## config.mk

```make
export PLATFORM = sky130hd
export DESIGN_NAME = sync_tx
export DESIGN_NICKNAME = d
export VERILOG_FILES = /design/src/rtl/sync_tx_pkg.sv /design/src/rtl/sync_tx_buf.sv /design/src/rtl/sync_tx_crc.sv /design/src/rtl/sync_tx_status.sv /design/src/rtl/sync_tx_seq.sv /design/src/rtl/sync_tx.sv
export SDC_FILE = /design/constraint.sdc
export NUM_CORES = 1
export LEC_CHECK = 0
export ABC_CLOCK_PERIOD_IN_PS = 4600
export BUFFER_PORTS_ARGS = -buffer_cell sky130_fd_sc_hd__buf_2
export CAP_MARGIN = 10
export CORE_MARGIN = 3
export CORE_UTILIZATION = 62
export CTS_CLUSTER_SIZE = 25
export DETAILED_ROUTE_END_ITERATION = 10
export GPL_TIMING_DRIVEN = 0
export PLACE_DENSITY = 0.92
export SETUP_SLACK_MARGIN = 0.2
export SLEW_MARGIN = 10
export SYNTH_ARGS = -nofsm -noshare
export SYNTH_HDL_FRONTEND = slang
export SYNTH_SLANG_ARGS = --single-unit
```

## constraint.sdc

```tcl
create_clock -name clk_i -period 4.6 [get_ports clk_i]
set_input_delay 0.69 -clock clk_i [delete_from_list [all_inputs] [get_ports clk_i]]
set_output_delay 0.69 -clock clk_i [all_outputs]
set_load 0.005 [all_outputs]
```

## src/rtl/sync_tx_pkg.sv

```systemverilog
package sync_tx_pkg;
  typedef enum logic [1:0] {
    SRC_SYNC   = 2'd0,
    SRC_DATA   = 2'd1,
    SRC_CRC_HI = 2'd2,
    SRC_CRC_LO = 2'd3
  } src_e;
endpackage

```

## src/rtl/sync_tx_buf.sv

```systemverilog
module sync_tx_buf #(
  parameter int unsigned CHAR_W = 8
) (
  input  logic              clk_i,
  input  logic              rst_ni,
  input  logic              tx_en_i,
  input  logic              wr_i,
  input  logic [CHAR_W-1:0] wr_data_i,
  input  logic              pop_i,
  output logic              full_o,
  output logic [CHAR_W-1:0] data_o
);
  logic              full_q;
  logic [CHAR_W-1:0] data_q;

  always_ff @(posedge clk_i or negedge rst_ni) begin
    if (!rst_ni) begin
      full_q <= 1'b0;
      data_q <= '0;
    end else if (!tx_en_i) begin
      full_q <= 1'b0;
    end else if (pop_i && full_q) begin
      full_q <= 1'b0;
    end else if (wr_i && !full_q) begin
      full_q <= 1'b1;
      data_q <= wr_data_i;
    end
  end

  assign full_o = full_q;
  assign data_o = data_q;
endmodule

```

## src/rtl/sync_tx_crc.sv

```systemverilog
module sync_tx_crc #(
  parameter int unsigned       CHAR_W = 8,
  parameter int unsigned       CRC_W  = 16,
  parameter logic [CRC_W-1:0]  POLY   = 16'h1021,
  parameter logic [CRC_W-1:0]  INIT   = 16'hFFFF
) (
  input  logic              clk_i,
  input  logic              rst_ni,
  input  logic              tx_en_i,
  input  logic              acc_i,
  input  logic [CHAR_W-1:0] acc_data_i,
  input  logic              preset_i,
  output logic [CRC_W-1:0]  crc_o
);
  logic [CRC_W-1:0] crc_q;
  logic [CRC_W-1:0] crc_nxt;

  // whole character folded in one cycle, bit 0 first
  always_comb begin
    logic fb;
    crc_nxt = crc_q;
    for (int k = 0; k < int'(CHAR_W); k++) begin
      fb      = crc_nxt[CRC_W-1] ^ acc_data_i[k];
      crc_nxt = {crc_nxt[CRC_W-2:0], 1'b0} ^ (fb ? POLY : '0);
    end
  end

  always_ff @(posedge clk_i or negedge rst_ni) begin
    if (!rst_ni)            crc_q <= INIT;
    else if (!tx_en_i)      crc_q <= INIT;
    else if (preset_i)      crc_q <= INIT;
    else if (acc_i)         crc_q <= crc_nxt;
  end

  assign crc_o = crc_q;
endmodule

```

## src/rtl/sync_tx_status.sv

```systemverilog
module sync_tx_status (
  input  logic clk_i,
  input  logic rst_ni,
  input  logic tx_en_i,
  input  logic set_i,
  input  logic clr_i,
  input  logic irq_en_i,
  output logic eom_o,
  output logic irq_o
);
  logic eom_q, eom_d1_q;

  always_ff @(posedge clk_i or negedge rst_ni) begin
    if (!rst_ni) begin
      eom_q    <= 1'b1;
      eom_d1_q <= 1'b1;
    end else begin
      eom_d1_q <= eom_q;
      if (set_i)                eom_q <= 1'b1;
      else if (clr_i && tx_en_i) eom_q <= 1'b0;
    end
  end

  assign eom_o = eom_q;
  assign irq_o = eom_q & ~eom_d1_q & irq_en_i;
endmodule

```

## src/rtl/sync_tx_seq.sv

```systemverilog
module sync_tx_seq
  import sync_tx_pkg::*;
#(
  parameter int unsigned CHAR_W = 8,
  parameter int unsigned CRC_W  = 16
) (
  input  logic              clk_i,
  input  logic              rst_ni,
  input  logic              tx_en_i,
  input  logic              bit_en_i,
  input  logic              buf_full_i,
  input  logic [CHAR_W-1:0] buf_data_i,
  input  logic              crc_en_i,
  input  logic [CHAR_W-1:0] sync_char_i,
  input  logic [CRC_W-1:0]  crc_i,
  input  logic              eom_i,
  output logic              pop_o,
  output logic              acc_o,
  output logic              preset_o,
  output logic              eom_set_o,
  output logic              sh_valid_o,
  output logic              txd_o
);
  localparam int unsigned CNT_W = (CHAR_W > 1) ? $clog2(CHAR_W) : 1;
  localparam logic [CNT_W-1:0] CNT_LAST = CNT_W'(CHAR_W - 1);

  logic [CHAR_W-1:0] sh_q, lo_q;
  logic [CNT_W-1:0]  cnt_q;
  logic              sh_valid_q, in_msg_q, lo_pend_q;
  logic              last_bit, load, underrun;
  src_e              src;
  logic [CHAR_W-1:0] load_char;

  assign last_bit = bit_en_i && (cnt_q == CNT_LAST);
  assign load     = tx_en_i && (!sh_valid_q || last_bit);

  always_comb begin
    if (lo_pend_q)                src = SRC_CRC_LO;
    else if (buf_full_i)          src = SRC_DATA;
    else if (in_msg_q && !eom_i)  src = SRC_CRC_HI;
    else                          src = SRC_SYNC;
  end

  always_comb begin
    unique case (src)
      SRC_DATA:   load_char = buf_data_i;
      SRC_CRC_HI: load_char = ~crc_i[CRC_W-1 -: CHAR_W];
      SRC_CRC_LO: load_char = lo_q;
      default:    load_char = sync_char_i;
    endcase
  end

  assign underrun  = load && !lo_pend_q && !buf_full_i && in_msg_q;
  assign pop_o     = load && (src == SRC_DATA);
  assign acc_o     = pop_o && crc_en_i;
  assign preset_o  = underrun;
  assign eom_set_o = underrun;

  always_ff @(posedge clk_i or negedge rst_ni) begin
    if (!rst_ni) begin
      sh_q       <= '0;
      lo_q       <= '0;
      cnt_q      <= '0;
      sh_valid_q <= 1'b0;
      in_msg_q   <= 1'b0;
      lo_pend_q  <= 1'b0;
    end else if (!tx_en_i) begin
      cnt_q      <= '0;
      sh_valid_q <= 1'b0;
      in_msg_q   <= 1'b0;
      lo_pend_q  <= 1'b0;
    end else if (load) begin
      sh_q       <= load_char;
      cnt_q      <= '0;
      sh_valid_q <= 1'b1;
      if (src == SRC_DATA) in_msg_q <= 1'b1;
      else if (underrun)   in_msg_q <= 1'b0;
      if (src == SRC_CRC_HI) begin
        lo_pend_q <= 1'b1;
        lo_q      <= ~crc_i[CHAR_W-1:0];
      end else if (src == SRC_CRC_LO) begin
        lo_pend_q <= 1'b0;
      end
    end else if (bit_en_i) begin
      sh_q  <= sh_q >> 1;
      cnt_q <= cnt_q + 1'b1;
    end
  end

  assign sh_valid_o = sh_valid_q;
  assign txd_o      = sh_valid_q ? sh_q[0] : 1'b1;
endmodule

```

## src/rtl/sync_tx.sv

```systemverilog
module sync_tx #(
  parameter int unsigned CHAR_W = 8,
  parameter int unsigned CRC_W  = 16,
  parameter logic [15:0] POLY   = 16'h1021,
  parameter logic [15:0] INIT   = 16'hFFFF
) (
  input  logic              clk_i,
  input  logic              rst_ni,
  input  logic              tx_en_i,
  input  logic              bit_en_i,
  input  logic              wr_i,
  input  logic [CHAR_W-1:0] wr_data_i,
  input  logic              crc_en_i,
  input  logic [CHAR_W-1:0] sync_char_i,
  input  logic              eom_clr_i,
  input  logic              irq_en_i,
  output logic              txd_o,
  output logic              buf_empty_o,
  output logic              eom_o,
  output logic              irq_o
);
  logic              buf_full, pop, acc, preset, eom_set, sh_valid;
  logic [CHAR_W-1:0] buf_data;
  logic [CRC_W-1:0]  crc;

  sync_tx_buf #(.CHAR_W(CHAR_W)) u_buf (
    .clk_i     (clk_i),
    .rst_ni    (rst_ni),
    .tx_en_i   (tx_en_i),
    .wr_i      (wr_i),
    .wr_data_i (wr_data_i),
    .pop_i     (pop),
    .full_o    (buf_full),
    .data_o    (buf_data)
  );

  sync_tx_crc #(
    .CHAR_W (CHAR_W),
    .CRC_W  (CRC_W),
    .POLY   (CRC_W'(POLY)),
    .INIT   (CRC_W'(INIT))
  ) u_crc (
    .clk_i      (clk_i),
    .rst_ni     (rst_ni),
    .tx_en_i    (tx_en_i),
    .acc_i      (acc),
    .acc_data_i (buf_data),
    .preset_i   (preset),
    .crc_o      (crc)
  );

  sync_tx_status u_status (
    .clk_i    (clk_i),
    .rst_ni   (rst_ni),
    .tx_en_i  (tx_en_i),
    .set_i    (eom_set),
    .clr_i    (eom_clr_i),
    .irq_en_i (irq_en_i),
    .eom_o    (eom_o),
    .irq_o    (irq_o)
  );

  sync_tx_seq #(.CHAR_W(CHAR_W), .CRC_W(CRC_W)) u_seq (
    .clk_i       (clk_i),
    .rst_ni      (rst_ni),
    .tx_en_i     (tx_en_i),
    .bit_en_i    (bit_en_i),
    .buf_full_i  (buf_full),
    .buf_data_i  (buf_data),
    .crc_en_i    (crc_en_i),
    .sync_char_i (sync_char_i),
    .crc_i       (crc),
    .eom_i       (eom_o),
    .pop_o       (pop),
    .acc_o       (acc),
    .preset_o    (preset),
    .eom_set_o   (eom_set),
    .sh_valid_o  (sh_valid),
    .txd_o       (txd_o)
  );

  assign buf_empty_o = ~buf_full;
endmodule

```

==> impl_metrics.json <==
{
  "antenna_found_initial": 0,
  "synth_edf_count": 0,
  "grt_max_degree": 50,
  "clkSlewWorstSetupHoldPaths_ns": 0.09,
  "worst-path-buf-inv": 2,
  "status": "complete, no violations",
  "cts_sinks": 49,
  "report.final.hold_viol_count": 0,
  "fin_tns_setup_ns": 0,
  "fin_nets": 292,
  "clockBufferDepth": 2,
  "p_leak_nw": 1.212,
  "diodes": 0,
  "synth_top_flop_cell": "dfrtp_1",
  "slowest_delay_ns": 0.57,
  "crit_chain": "clkbuf_1 > and3b_1 > buf_2",
  "vias": 1939,
  "wl_per_cell_um": 17.97,
  "setup_viol": 0,
  "root_buffer": "clkbuf_8",
  "std_cell_rows": 22,
  "postCtsHoldBufs": 0,
  "fin_crit_sh_pct": 49.20,
  "cp_top_family": "flip-flops",
  "postRouteAntennaNets": 0,
  "cts_setup_buffers": 0,
  "grt-ovfl-total": 0,
  "path_max_fanout": 10,
  "yosys-top-cells-area": "dfrtp_1, dfstp_2, xnor2_1",
  "coreArea_um2": 3799,
  "min_period_ns": 2.263,
  "worst_ep_required_time_ns": 3.91,
  "synth_commonest_cells": "dfrtp_1, nand2_1, xnor2_1",
  "top_level_ports": 28,
  "via_per_inst": 6.156,
  "whs_ns": 0.3893,
  "syn_avg_cell_area_um2": 10.80,
  "hold_path.class": "reg2reg",
  "yosys_warnings": 0,
  "cts_tree": "yes",
  "die_h_um": 69.72,
  "grt_pass1_wl_um": 9197,
  "yosysTopAreaCell": "dfrtp_1",
  "clock.fmax_mhz": 441.9,
  "cpMaxStageDelayCell": "dfstp_2",
  "endpoint_kind": "output port",
  "die_x_um": 69.72,
  "start_util_pct": 66.27,
  "cp-start-kind": "register",
  "worst-setup-path-type": "reg2out",
  "cts-buffers-inserted": 5,
  "grt_pass1_vias": 1795,
  "postCtsResizedCells": 0,
  "skew_ns": 0.008208,
  "slew_violations": 0,
  "drive_gt1_share_pct": 30.34,
  "fillers": 264,
  "yosysMostFrequentCell": "dfrtp_1",
  "seq_area_um2": 1249,
  "maxCapViolCount": 0,
  "ys_seq_area_share_pct": 49.60,
  "syn-num-nets": 259,
  "powerDensity_nw_per_um2": 366.8,
  "tightest_slew_ns": 1.083,
  "drt-total-wl_um": 5661,
  "drt_pre_antenna_iters": 7,
  "syn_to_final_growth_pct": 11.58,
  "synthCells": 233,
  "multi_input_area_um2": 1161,
  "gp_congestion": 0.8236,
  "drc": 0,
  "dpl.hpwl_um": 4037,
  "drtIter0Drc": 261,
  "clk_latency_ns": 0.30,
  "netlist_area_um2": 2517,
  "relSlewSlack_pct": 27.82,
  "synth_top_area_share_pct": 30.82,
  "arrival_ns": 1.57,
  "async_flop_share_pct": 100.0,
  "floorplan.die_area_um2": 4861,
  "grtUsageTotal_pct": 24.06,
  "synth-seq-cells": 49,
  "ys_types": 43,
  "port_buffers": 26,
  "peakVddDrop_mv": 0.2439,
  "rsz0062_at_grt": "no",
  "h-tree-depth": 2
}
[worst reg2reg max path, cell delays in order (launching register included)]
cell and delay (ns):
dfrtp_1 0.41, ha_1 0.21, ha_1 0.24, a21boi_4 0.33
nand2b_4 0.20, buf_6 0.13, o41ai_1 0.08, mux2_2 0.27
[cell type report]
class,instances,share of cell area [%]
clock buffer,7,3.430
sequential,49,44.45
tap,48,2.138
inverter,3,0.4009
clock inverter,1,0.1782
multi-input combinational,165,41.34
timing repair buffer,26,4.633
buffer,16,3.430
[per-layer routing]
metal  wire length, µm  up-vias  global-route usage (%)
met1              2325      950                   33.30
met2              2887       87                   39.41
li1                  -      892                       -
met5                 0        -                       0
met3               378       10                   4.203
met4                69        0                   6.170
[flip-flops by register name (all words and copies together) (netlist names)]
signal	flops
u_crc.crc_o	16
u_buf.data_o	8
u_seq.lo_q	8
u_seq.sh_q	8
u_seq.cnt_q	3
u_buf.full_o	1
u_seq.in_msg_q	1
u_seq.lo_pend_q	1
u_seq.sh_valid_o	1
u_status.eom_d1_q	1
u_status.eom_o	1
[layout by cell type (no fill, tap or decap), drive strengths merged, types with 2 or more instances in the layout]
master,Yosys,routed
nand3,2,2
o22a,6,6
dfrtp,31,31
a222oi,6,6
o21ai,17,17
mux2,9,9
xor2,6,6
nand3b,6,6
nor3,7,7
nand2b,3,3
inv,3,3
o31ai,2,2
nor2b,6,6
clkbuf,4,11
nor2,15,15
buf,12,38
a21oi,12,12
a21boi,2,2
mux2i,5,5
nand2,24,24
ha,2,2
o31a,6,6
xnor2,19,19
dfstp,18,18
[kinds of logic (layout without fill, tap and decap cells)]
group,after synthesis,count (layout),synth area share (%)
mux,14,14,6.014
compound gates,55,55,16.10
fa+ha+maj,2,2,0.9939
buf+inv,19,53,4.274
flops,49,49,49.60
simple gates,69,69,14.02
xor+xnor,25,25,8.996
[stage by stage]
| step | utilization, % | power, mW | cell area, µm² | cells | setup WS, ns |
|---|---|---|---|---|---|
| finish | 73.95 | 1.030 | 2809 | 315 | 2.337 |
| global route | 73.95 | 1.075 | 2809 | 315 | 2.275 |
| CTS | 73.95 | 1.026 | 2809 | 315 | 2.351 |
| detailed placement | 71.28 | 0.7574 | 2708 | 307 | 2.655 |
| global placement | 71.28 | 0.7466 | 2708 | 307 | 2.677 |
| floorplan | - | 0.6881 | 2517 | 233 | 2.824 |
[where the power goes]
group	internal (mW)	switching, mW
Sequential	0.476	0.0339
Clock	0.136	0.140
Combinational	0.114	0.130
[worst paths after layout]
check,from,to,slack (ns),cells after the start
setup / recovery,u_status.eom_o,irq_o,2.34,3
hold / removal,u_status.eom_o,u_status.eom_d1_q,0.39,0
setup reg to reg,u_seq.cnt_q[0],u_seq.sh_q[6],2.64,7
hold reg to reg,u_status.eom_o,u_status.eom_d1_q,0.39,0
max in group asynchronous,rst_ni,u_seq.sh_valid_o,3.34,1
min in group asynchronous,rst_ni,u_seq.sh_q[0],0.57,1
No activity file was read; power rests on OpenSTA's default activity.
